## src/rtl/memcfg_pkg.sv

```systemverilog
package memcfg_pkg;

  // Number of implemented 32-bit words and their word indices
  localparam int NUM_WORDS    = 2;
  localparam int KEY_IDX      = 0;
  localparam int CFG_IDX      = 1;
  localparam int DATA_W       = 32;
  localparam int STRB_W       = DATA_W / 8;

  // Unlock value held in the key word
  localparam logic [DATA_W-1:0] UNLOCK_KEY = 32'hFC60_0309;

  // Configuration word fields the size decoder reads
  localparam int GEN_BIT      = 28;
  localparam int SIZE_FIELD_W = 2;

  // Strobes from the control module to the datapath
  typedef struct packed {
    logic [NUM_WORDS-1:0] weVec;   // per-word write enable, already lock-gated
    logic [NUM_WORDS-1:0] rdSel;   // one-hot read select, zero for rejected reads
  } strobe_t;

endpackage

```

## src/rtl/memcfg_ctrl.sv

```systemverilog
module memcfg_ctrl
  import memcfg_pkg::*;
#(
  parameter int ADDR_W = 12
) (
  input  logic              psel,
  input  logic              penable,
  input  logic              pwrite,
  input  logic [ADDR_W-1:0] paddr,
  input  logic [STRB_W-1:0] pstrb,
  input  logic              lockedI,
  output strobe_t           strobes,
  output logic              pready,
  output logic              pslverr
);

  localparam int IDX_W = ADDR_W - 2;

  logic             access;
  logic             aligned;
  logic             fullWord;
  logic             formatOk;
  logic             inRange;
  logic             lockReject;
  logic [IDX_W-1:0] wordIdx;
  logic [NUM_WORDS-1:0] hit;

  assign access   = psel & penable;
  assign aligned  = (paddr[1:0] == 2'b00);
  assign fullWord = ~pwrite | (&pstrb);
  assign formatOk = aligned & fullWord;
  assign wordIdx  = paddr[ADDR_W-1:2];
  assign inRange  = (wordIdx < IDX_W'(NUM_WORDS));

  // Per-word decode and lock gating; only the key word bypasses the lock
  for (genvar i = 0; i < NUM_WORDS; i++) begin : g_word
    localparam bit IsKey = (i == KEY_IDX);
    assign hit[i] = access & formatOk & (wordIdx == IDX_W'(i));
    if (IsKey) begin : g_key
      assign strobes.weVec[i] = hit[i] & pwrite;
    end else begin : g_prot
      assign strobes.weVec[i] = hit[i] & pwrite & ~lockedI;
    end
    assign strobes.rdSel[i] = hit[i] & ~pwrite;
  end

  // A write that hit a protected word while locked
  always_comb begin
    lockReject = 1'b0;
    for (int i = 0; i < NUM_WORDS; i++) begin
      if (i != KEY_IDX && hit[i] && pwrite && lockedI) lockReject = 1'b1;
    end
  end

  assign pready  = 1'b1;
  assign pslverr = access & (~formatOk | ~inRange | lockReject);

endmodule

```

## src/rtl/memcfg_regs.sv

```systemverilog
module memcfg_regs
  import memcfg_pkg::*;
#(
  parameter logic [DATA_W-1:0] CFG_RESET = 32'h0000_0002
) (
  input  logic                    clk,
  input  logic                    rstN,
  input  strobe_t                 strobes,
  input  logic [DATA_W-1:0]       pwdata,
  output logic [DATA_W-1:0]       prdata,
  output logic                    lockedO,
  output logic                    genFlag,
  output logic [SIZE_FIELD_W-1:0] sizeField
);

  logic [DATA_W-1:0] words [NUM_WORDS];

  for (genvar i = 0; i < NUM_WORDS; i++) begin : g_store
    localparam logic [DATA_W-1:0] RstVal = (i == CFG_IDX) ? CFG_RESET : '0;
    always_ff @(posedge clk) begin
      if (!rstN)                 words[i] <= RstVal;
      else if (strobes.weVec[i]) words[i] <= pwdata;
    end
  end

  // AND-OR read mux; no select means zero
  always_comb begin
    prdata = '0;
    for (int i = 0; i < NUM_WORDS; i++) begin
      if (strobes.rdSel[i]) prdata = prdata | words[i];
    end
  end

  assign lockedO   = (words[KEY_IDX] != UNLOCK_KEY);
  assign genFlag   = words[CFG_IDX][GEN_BIT];
  assign sizeField = words[CFG_IDX][SIZE_FIELD_W-1:0];

endmodule

```

## src/rtl/memcfg_sizedec.sv

```systemverilog
module memcfg_sizedec
  import memcfg_pkg::*;
#(
  parameter int SIZE_W      = 16,
  parameter int BASE_OLD_MB = 64,
  parameter int BASE_NEW_MB = 128
) (
  input  logic                    genFlag,
  input  logic [SIZE_FIELD_W-1:0] sizeField,
  output logic [SIZE_W-1:0]       memSizeMb
);

  localparam logic [SIZE_W-1:0] OldBase = SIZE_W'(BASE_OLD_MB);
  localparam logic [SIZE_W-1:0] NewBase = SIZE_W'(BASE_NEW_MB);

  logic [SIZE_W-1:0] base;

  assign base      = genFlag ? NewBase : OldBase;
  assign memSizeMb = base << sizeField;

endmodule

```

## src/rtl/memcfg_keyguard.sv

```systemverilog
module memcfg_keyguard
  import memcfg_pkg::*;
#(
  parameter int                ADDR_W      = 12,
  parameter int                SIZE_W      = 16,
  parameter int                BASE_OLD_MB = 64,
  parameter int                BASE_NEW_MB = 128,
  parameter logic [31:0]       CFG_RESET   = 32'h0000_0002
) (
  input  logic              clk,
  input  logic              rstN,
  input  logic              psel,
  input  logic              penable,
  input  logic              pwrite,
  input  logic [ADDR_W-1:0] paddr,
  input  logic [31:0]       pwdata,
  input  logic [3:0]        pstrb,
  output logic              pready,
  output logic [31:0]       prdata,
  output logic              pslverr,
  output logic              lockedO,
  output logic [SIZE_W-1:0] memSizeMb
);

  strobe_t                 strobes;
  logic                    genFlag;
  logic [SIZE_FIELD_W-1:0] sizeField;

  memcfg_ctrl #(.ADDR_W(ADDR_W)) u_ctrl (
    .psel    (psel),
    .penable (penable),
    .pwrite  (pwrite),
    .paddr   (paddr),
    .pstrb   (pstrb),
    .lockedI (lockedO),
    .strobes (strobes),
    .pready  (pready),
    .pslverr (pslverr)
  );

  memcfg_regs #(.CFG_RESET(CFG_RESET)) u_regs (
    .clk       (clk),
    .rstN      (rstN),
    .strobes   (strobes),
    .pwdata    (pwdata),
    .prdata    (prdata),
    .lockedO   (lockedO),
    .genFlag   (genFlag),
    .sizeField (sizeField)
  );

  memcfg_sizedec #(
    .SIZE_W      (SIZE_W),
    .BASE_OLD_MB (BASE_OLD_MB),
    .BASE_NEW_MB (BASE_NEW_MB)
  ) u_dec (
    .genFlag   (genFlag),
    .sizeField (sizeField),
    .memSizeMb (memSizeMb)
  );

endmodule

```

## config.mk

```make
export PLATFORM = sky130hd
export DESIGN_NAME = memcfg_keyguard
export DESIGN_NICKNAME = d
export VERILOG_FILES = /design/src/rtl/memcfg_pkg.sv /design/src/rtl/memcfg_ctrl.sv /design/src/rtl/memcfg_regs.sv /design/src/rtl/memcfg_sizedec.sv /design/src/rtl/memcfg_keyguard.sv
export SDC_FILE = /design/constraint.sdc
export NUM_CORES = 1
export LEC_CHECK = 0
export BUFFER_PORTS_ARGS = -buffer_cell sky130_fd_sc_hd__buf_2
export CAP_MARGIN = 0
export CORE_UTILIZATION = 50
export CTS_CLUSTER_DIAMETER = 80
export DETAILED_ROUTE_END_ITERATION = 10
export PLACE_DENSITY = 0.78
export SETUP_SLACK_MARGIN = 0.5
export SYNTH_ARGS = -nofsm -noshare
export SYNTH_HDL_FRONTEND = slang
export SYNTH_SLANG_ARGS = --single-unit
```

## constraint.sdc

```tcl
create_clock -name clk -period 6.78 [get_ports clk]
set_clock_uncertainty 0.05 [all_clocks]
set_input_delay 1.356 -clock clk [delete_from_list [all_inputs] [get_ports clk]]
set_output_delay 1.356 -clock clk [all_outputs]
set_load 0.01 [all_outputs]
```

==> flow_summary.toml, run 1 <==
[synth]
yosys.cell_types.count = 35
ys_ff_latch = 64
yosysWarnings = 0
syn_inst = 294
synth.avg_cell_area_um2 = 11.8
synth_seq_area_share_pct = 55.6
netlist_area_um2 = 3460

[critical_path]
crit_arrival_ps = 4400
required_ps = 6760
cp-start-kind = "primary input"
path_class = "in -> reg"
cp_max_fo = 34
cp-end-kind = "flop"

[floorplanning]
die_h_um = 85.1
io_pins = 104
die_w_um = 85.1
die_area_um2 = 7250
core_area_um2 = 6490
num_rows = 29
initial_utilization_pct = 53.2

[power]
power.internal_mw = 0.604
p_leak_nw = 1.84
combPwrFrac_pct = 8.3
sw_frac_of_total_pct = 24.2
ir_worst_vdd_v = 0.0000969
cellPowerDensity_nw_per_um2 = 195
seqPwrFrac_pct = 57.3
clkPwrFrac_pct = 34.4
total_power_mw = 0.797
power_switching_mw = 0.193

[route]
drtIter0Drc = 140
viasPerCell = 5.04
dr.pass1.iters = 4
routed_wl_um = 6890
wl_per_cell_um = 14.9
drc = 0
ant_nets = 0
vias = 2330

[sta]
worstMarginPinSlew_ps = 954
period_share_pct = 65.3
relSlewSlack_pct = 36.4
timing.fmax_mhz = 226
finalWorstSetupSlack_ps = 2350
finalMaxSlewViolations = 0
final_hold_viol_count = 0
final-setup-viol-count = 0
rsz0062_at_grt = "false"
fin_tns_setup_ps = 0
fin_crit_ps = 4430

[global_routing]
grt_pass1_vias = 2345
grt_max_degree = 35
antenna_found_initial = 0
grt_use_total_pct = 20.4
grt_overflow = 0
grt_pass1_wl_um = 10900

[clocking]
clock_sinks = 64
hold_buffers = 0
ctsLongestPathBuffers = 2
post_cts_buffers = 0
cts_tree = "done"
htree_levels = 3
cts_root_buffer = "clkbuf_8"
cts_buffers = 9
clk_latency_ps = 340
clk_pin_slew_worst_paths_ps = 70
ctsResizeCount = 0

[hold_path]
hold_class = "in -> reg"

[finish]
syn2layout_area_growth_pct = 18.0
top_register = "u_regs.words"
final_cells = 462
largest_reg_flops = 64
drive_above_1_share_pct = 37.4
num-fill-cells = 516
nNetsFinal = 435
antenna_cells = 0
reg.largest.list = "u_regs.words (64)"
final_util_pct = 62.8

[place]
dp.cells = 446
io_buffers = 91
dp_hpwl_um = 4800
place.gp.congestion = 0.795
pre_cts_slack_ps = 1980

[outcome]
outcome = "complete, no violations"

[run]
drv_cap = 0
## layer usage
layer  vias up  GRT usage, %  routed length, um
met2        88          34.8               3520
met4         0          10.2                141
met3        11          5.35                409
met1      1078          23.8               2820
met5         -             0                  0
li1       1153             -                  -
## final cells by class
type / count / area [um2] / share of cell area (%)
sequential: 64 / 1920 / 47.1
multi-input combinational: 176 / 1280 / 31.5
timing repair buffer: 95 / 485 / 11.9
inverter: 34 / 128 / 3.13
clock buffer: 9 / 124 / 3.04
tap: 77 / 96.3 / 2.36
clock inverter: 7 / 38.8 / 0.952
## kinds of logic after synthesis
group                    Yosys count  synth area share (%)
other                              2                 0.217
flip-flops                        64                  55.6
AO/OA/AOI/OAI                      4                 0.797
buffers and inverters             64                  8.94
adder cells (fa/ha/maj)            2                 0.724
AND/OR/NAND/NOR                  125                  24.1
multiplexers                      33                  9.59
## cells in the final DEF, fill, tap and decap left out, types with 2 or more instances in the layout
cell and n:
nor3_2 22, and2_1 35, nor4_2 2, buf_2 91
clkinvlp_4 2, conb_1 12, nor4bb_1 2, nor4b_2 3
inv_1 34, buf_4 4, nor2b_1 2, nand2_1 2
clkinv_2 4, ha_1 2, nor2_1 33, mux2i_1 32
edfxtp_1 64, nand4_1 3, nor3_1 10, clkbuf_8 9
or2_2 2
## cell usage after synthesis
cell / number / area (um2)
nor3_1: 10 / 50.1
or2_2: 2 / 12.5
clkbuf_1: 13 / 48.8
nand2_1: 2 / 7.51
buf_2: 1 / 5.00
nor4_1: 2 / 12.5
nor4_2: 1 / 12.5
a21oi_1: 1 / 5.00
nor4bb_1: 2 / 20.0
mux2i_1: 32 / 320
nand4_1: 3 / 18.8
a21boi_0: 1 / 7.51
or3_1: 1 / 6.26
mux2_2: 1 / 11.3
and4_1: 1 / 8.76
nand4_2: 1 / 12.5
nor4b_1: 1 / 8.76
o21bai_1: 1 / 7.51
nor2_1: 33 / 124
or4b_1: 1 / 10.0
buf_1: 1 / 3.75
nand2b_1: 1 / 6.26
nor3_2: 22 / 220
nor4_4: 1 / 21.3
conb_1: 2 / 7.51
buf_6: 3 / 33.8
nand3_1: 1 / 5.00
nor4b_2: 3 / 45.0
inv_1: 34 / 128
ha_1: 2 / 25.0
buf_4: 12 / 90.1
o31ai_1: 1 / 7.51
edfxtp_1: 64 / 1920
and2_1: 35 / 219
nor2b_1: 2 / 12.5
## stage by stage
step                      instance area [um2]  hold slack [ps]
after detailed placement                 3910             1420
after floorplan                          3490              859
after global routing                     4080             1250
after global placement                   3910             1400
final                                    4080             1250
after CTS                                4080             1240
## critical path, stage by stage
cell,delay [ps]
buf_2,710
nand2_1,150
nor2_1,110
or4b_2,1020
nand2_1,660
buf_4,380
## power groups by stage
stage	logic [mW]	clock network (mW)	registers [mW]
after floorplan	0.0427	0	0.463
after global placement	0.0652	0	0.465
after detailed placement	0.0661	0	0.465
after CTS	0.0665	0.279	0.457
after global routing	0.0727	0.292	0.459
final	0.0660	0.274	0.457
## worst paths after layout
check | startpoint | end | slack, ps | cells past startpoint
setup / recovery | paddr[2] | u_regs.words[1][26] | 2350 | 6
hold / removal | pwdata[17] | u_regs.words[0][17] | 1250 | 2
setup reg to reg | u_regs.words[0][7] | u_regs.words[1][26] | 3260 | 5
hold reg to reg | u_regs.words[0][13] | u_regs.words[1][5] | 1420 | 4
(Power assumes the default switching activity.)
==> run 2: changes to the inputs <==
Settings changed: CORE_UTILIZATION 50 to 47, PLACE_DENSITY 0.78 to 0.77.
Clock period 6.78 ns to 3.6 ns, I/O delays scaled along.
==> run 2 against run 1 <==
Compared with the run above: core utilization is 2.6 points lower; highest routed layer unchanged; sequential cell count did not move; combinational power increased by 92%; worst hold slack worse by 630 ps; worst setup slack worse by 1700 ps; total power increased by 100%; sequential share of layout area down 1.2 points; largest power group unchanged; non-clock buffer count rose by 5; final area grew 2.5%; critical path type is now in -> out; global-route usage shrank 0.51 points; first-iteration DRC count decreased by 39%.
==> flow_summary.toml, run 2 (synthesis results as in run 1) <==
[finish]
syn2layout_area_growth_pct = 21.0
final_cells = 486
top_register = "u_regs.words"
reg.largest.list = "u_regs.words (64)"
layout_common_cells = "91 x buf_2, 64 x edfxtp_1, 35 x and2_1"
largest_reg_flops = 64
nNetsFinal = 440
final_area_um2 = 4180
drive_above_1_share_pct = 37.2
antenna_cells = 0
num-fill-cells = 587
mostFrequentLayoutCell = "buf_2"

[sta]
fin_crit_ps = 2930
finalMaxSlewViolations = 0
fin_tns_setup_ps = 0
rsz0062_at_grt = "false"
period_share_pct = 81.3
final_hold_viol_count = 0
timing.fmax_mhz = 342
relSlewSlack_pct = 22.0
final-setup-viol-count = 0
finalWorstSetupSlack_ps = 673
worstMarginPinSlew_ps = 1160

[route]
routed_wl_um = 7140
drc = 0
wl_per_cell_um = 14.7
vias = 2360
viasPerCell = 4.86
dr.pass1.iters = 4
ant_nets = 0
drtIter0Drc = 86

[global_routing]
grt_overflow = 0
grt_pass1_wl_um = 11100
grt_use_total_pct = 19.9
grt_max_degree = 33
antenna_found_initial = 1
grt_pass1_vias = 2326

[power]
cellPowerDensity_nw_per_um2 = 389
combPwrFrac_pct = 7.8
power.internal_mw = 1.28
p_leak_nw = 1.88
clkPwrFrac_pct = 39.3
sw_frac_of_total_pct = 21.1
ir_worst_vdd_v = 0.000249
power_switching_mw = 0.343
seqPwrFrac_pct = 52.9

[clocking]
clk_latency_ps = 330
htree_levels = 3
clk_pin_slew_worst_paths_ps = 70
cts_root_buffer = "clkbuf_8"
post_cts_buffers = 0
cts_buffers = 9
cts_tree = "done"
hold_buffers = 0
ctsLongestPathBuffers = 2
clock_sinks = 64

[place]
post_dp_cell_area_um2 = 3980
dp_hpwl_um = 5050
dp.cells = 470
io_buffers = 91
place.gp.congestion = 0.790
pre_cts_slack_ps = 462

[critical_path]
required_ps = 2830
cp-start-kind = "primary input"
path_class = "in -> out"
cp-end-kind = "primary output"
r2r_setup_slack_ps = 860
cp_max_fo = 32
crit_arrival_ps = 2160

[floorplanning]
io_pins = 104
core_area_um2 = 6940
initial_utilization_pct = 49.8
die_h_um = 87.8
num_rows = 30
die_area_um2 = 7700
die_w_um = 87.8

[hold_path]
hold_class = "in -> reg"

[outcome]
outcome = "complete, no violations"

[run]
drv_cap = 0
[run 2: cell count changes in the layout (fill, tap and decap cells not counted), moves of 2 or more]
cell and change:
clkbuf_1 +2, clkinv_1 +2, clkinv_2 -4, bufinv_16 +2, clkinvlp_4 -2, buf_4 +5
[run 2: final cells by class]
cell class | instances | area, um2 | share of cell area [%]
Sequential cell | 64 | 1920 | 46.0
Multi-Input combinational cell | 176 | 1280 | 30.7
Timing Repair Buffer | 100 | 523 | 12.5
Clock buffer | 11 | 131 | 3.14
Inverter | 34 | 128 | 3.05
Tap cell | 96 | 120 | 2.87
Clock inverter | 5 | 71.3 | 1.71
[run 2: final timing paths]
| check | from | end | depth (start not counted) |
|---|---|---|---|
| max | paddr[1] | prdata[25] | 6 |
| min | pwdata[1] | u_regs.words[1][1] | 2 |
| max reg2reg | u_regs.words[0][24] | u_regs.words[1][18] | 5 |
| min reg2reg | u_regs.words[0][17] | u_regs.words[1][4] | 4 |
[run 2: power by group through the flow]
stage	Combinational, mW	Clock, mW	Sequential (mW)
detailed placement	0.128	0	0.876
global route	0.140	0.683	0.862
global placement	0.125	0	0.874
floorplan	0.0814	0	0.871
CTS	0.128	0.649	0.860
finish	0.127	0.638	0.860
[run 2: through the flow]
step	util, %	power, mW	hold slack, ps
CTS	60.2	1.64	607
global route	60.2	1.69	608
global placement	57.2	1.00	957
detailed placement	57.2	1.00	962
finish	60.2	1.62	626
floorplan	-	0.953	848
[run 2: worst max-delay path, stage by stage]
cell     delay, ps
buf_2          100
nor4_2         320
nand4_2        220
or2_4          430
nor2_1         190
buf_2          150
[run 2: routing by layer]
| layer | global-route usage [%] | wire [um] | part of all wire (%) |
|---|---|---|---|
| met1 | 23.5 | 3000 | 42 |
| met2 | 34.6 | 3720 | 52 |
| met3 | 5.00 | 340 | 4.8 |
| met4 | 7.90 | 75 | 1.1 |
| met5 | 0 | 0 | 0 |
[run 2: what timing repair did]
action                                  in CTS  in global routing
resized for setup                            1                  0
hold endpoints to repair                     0                  0
endpoints found under the setup margin       9                  0
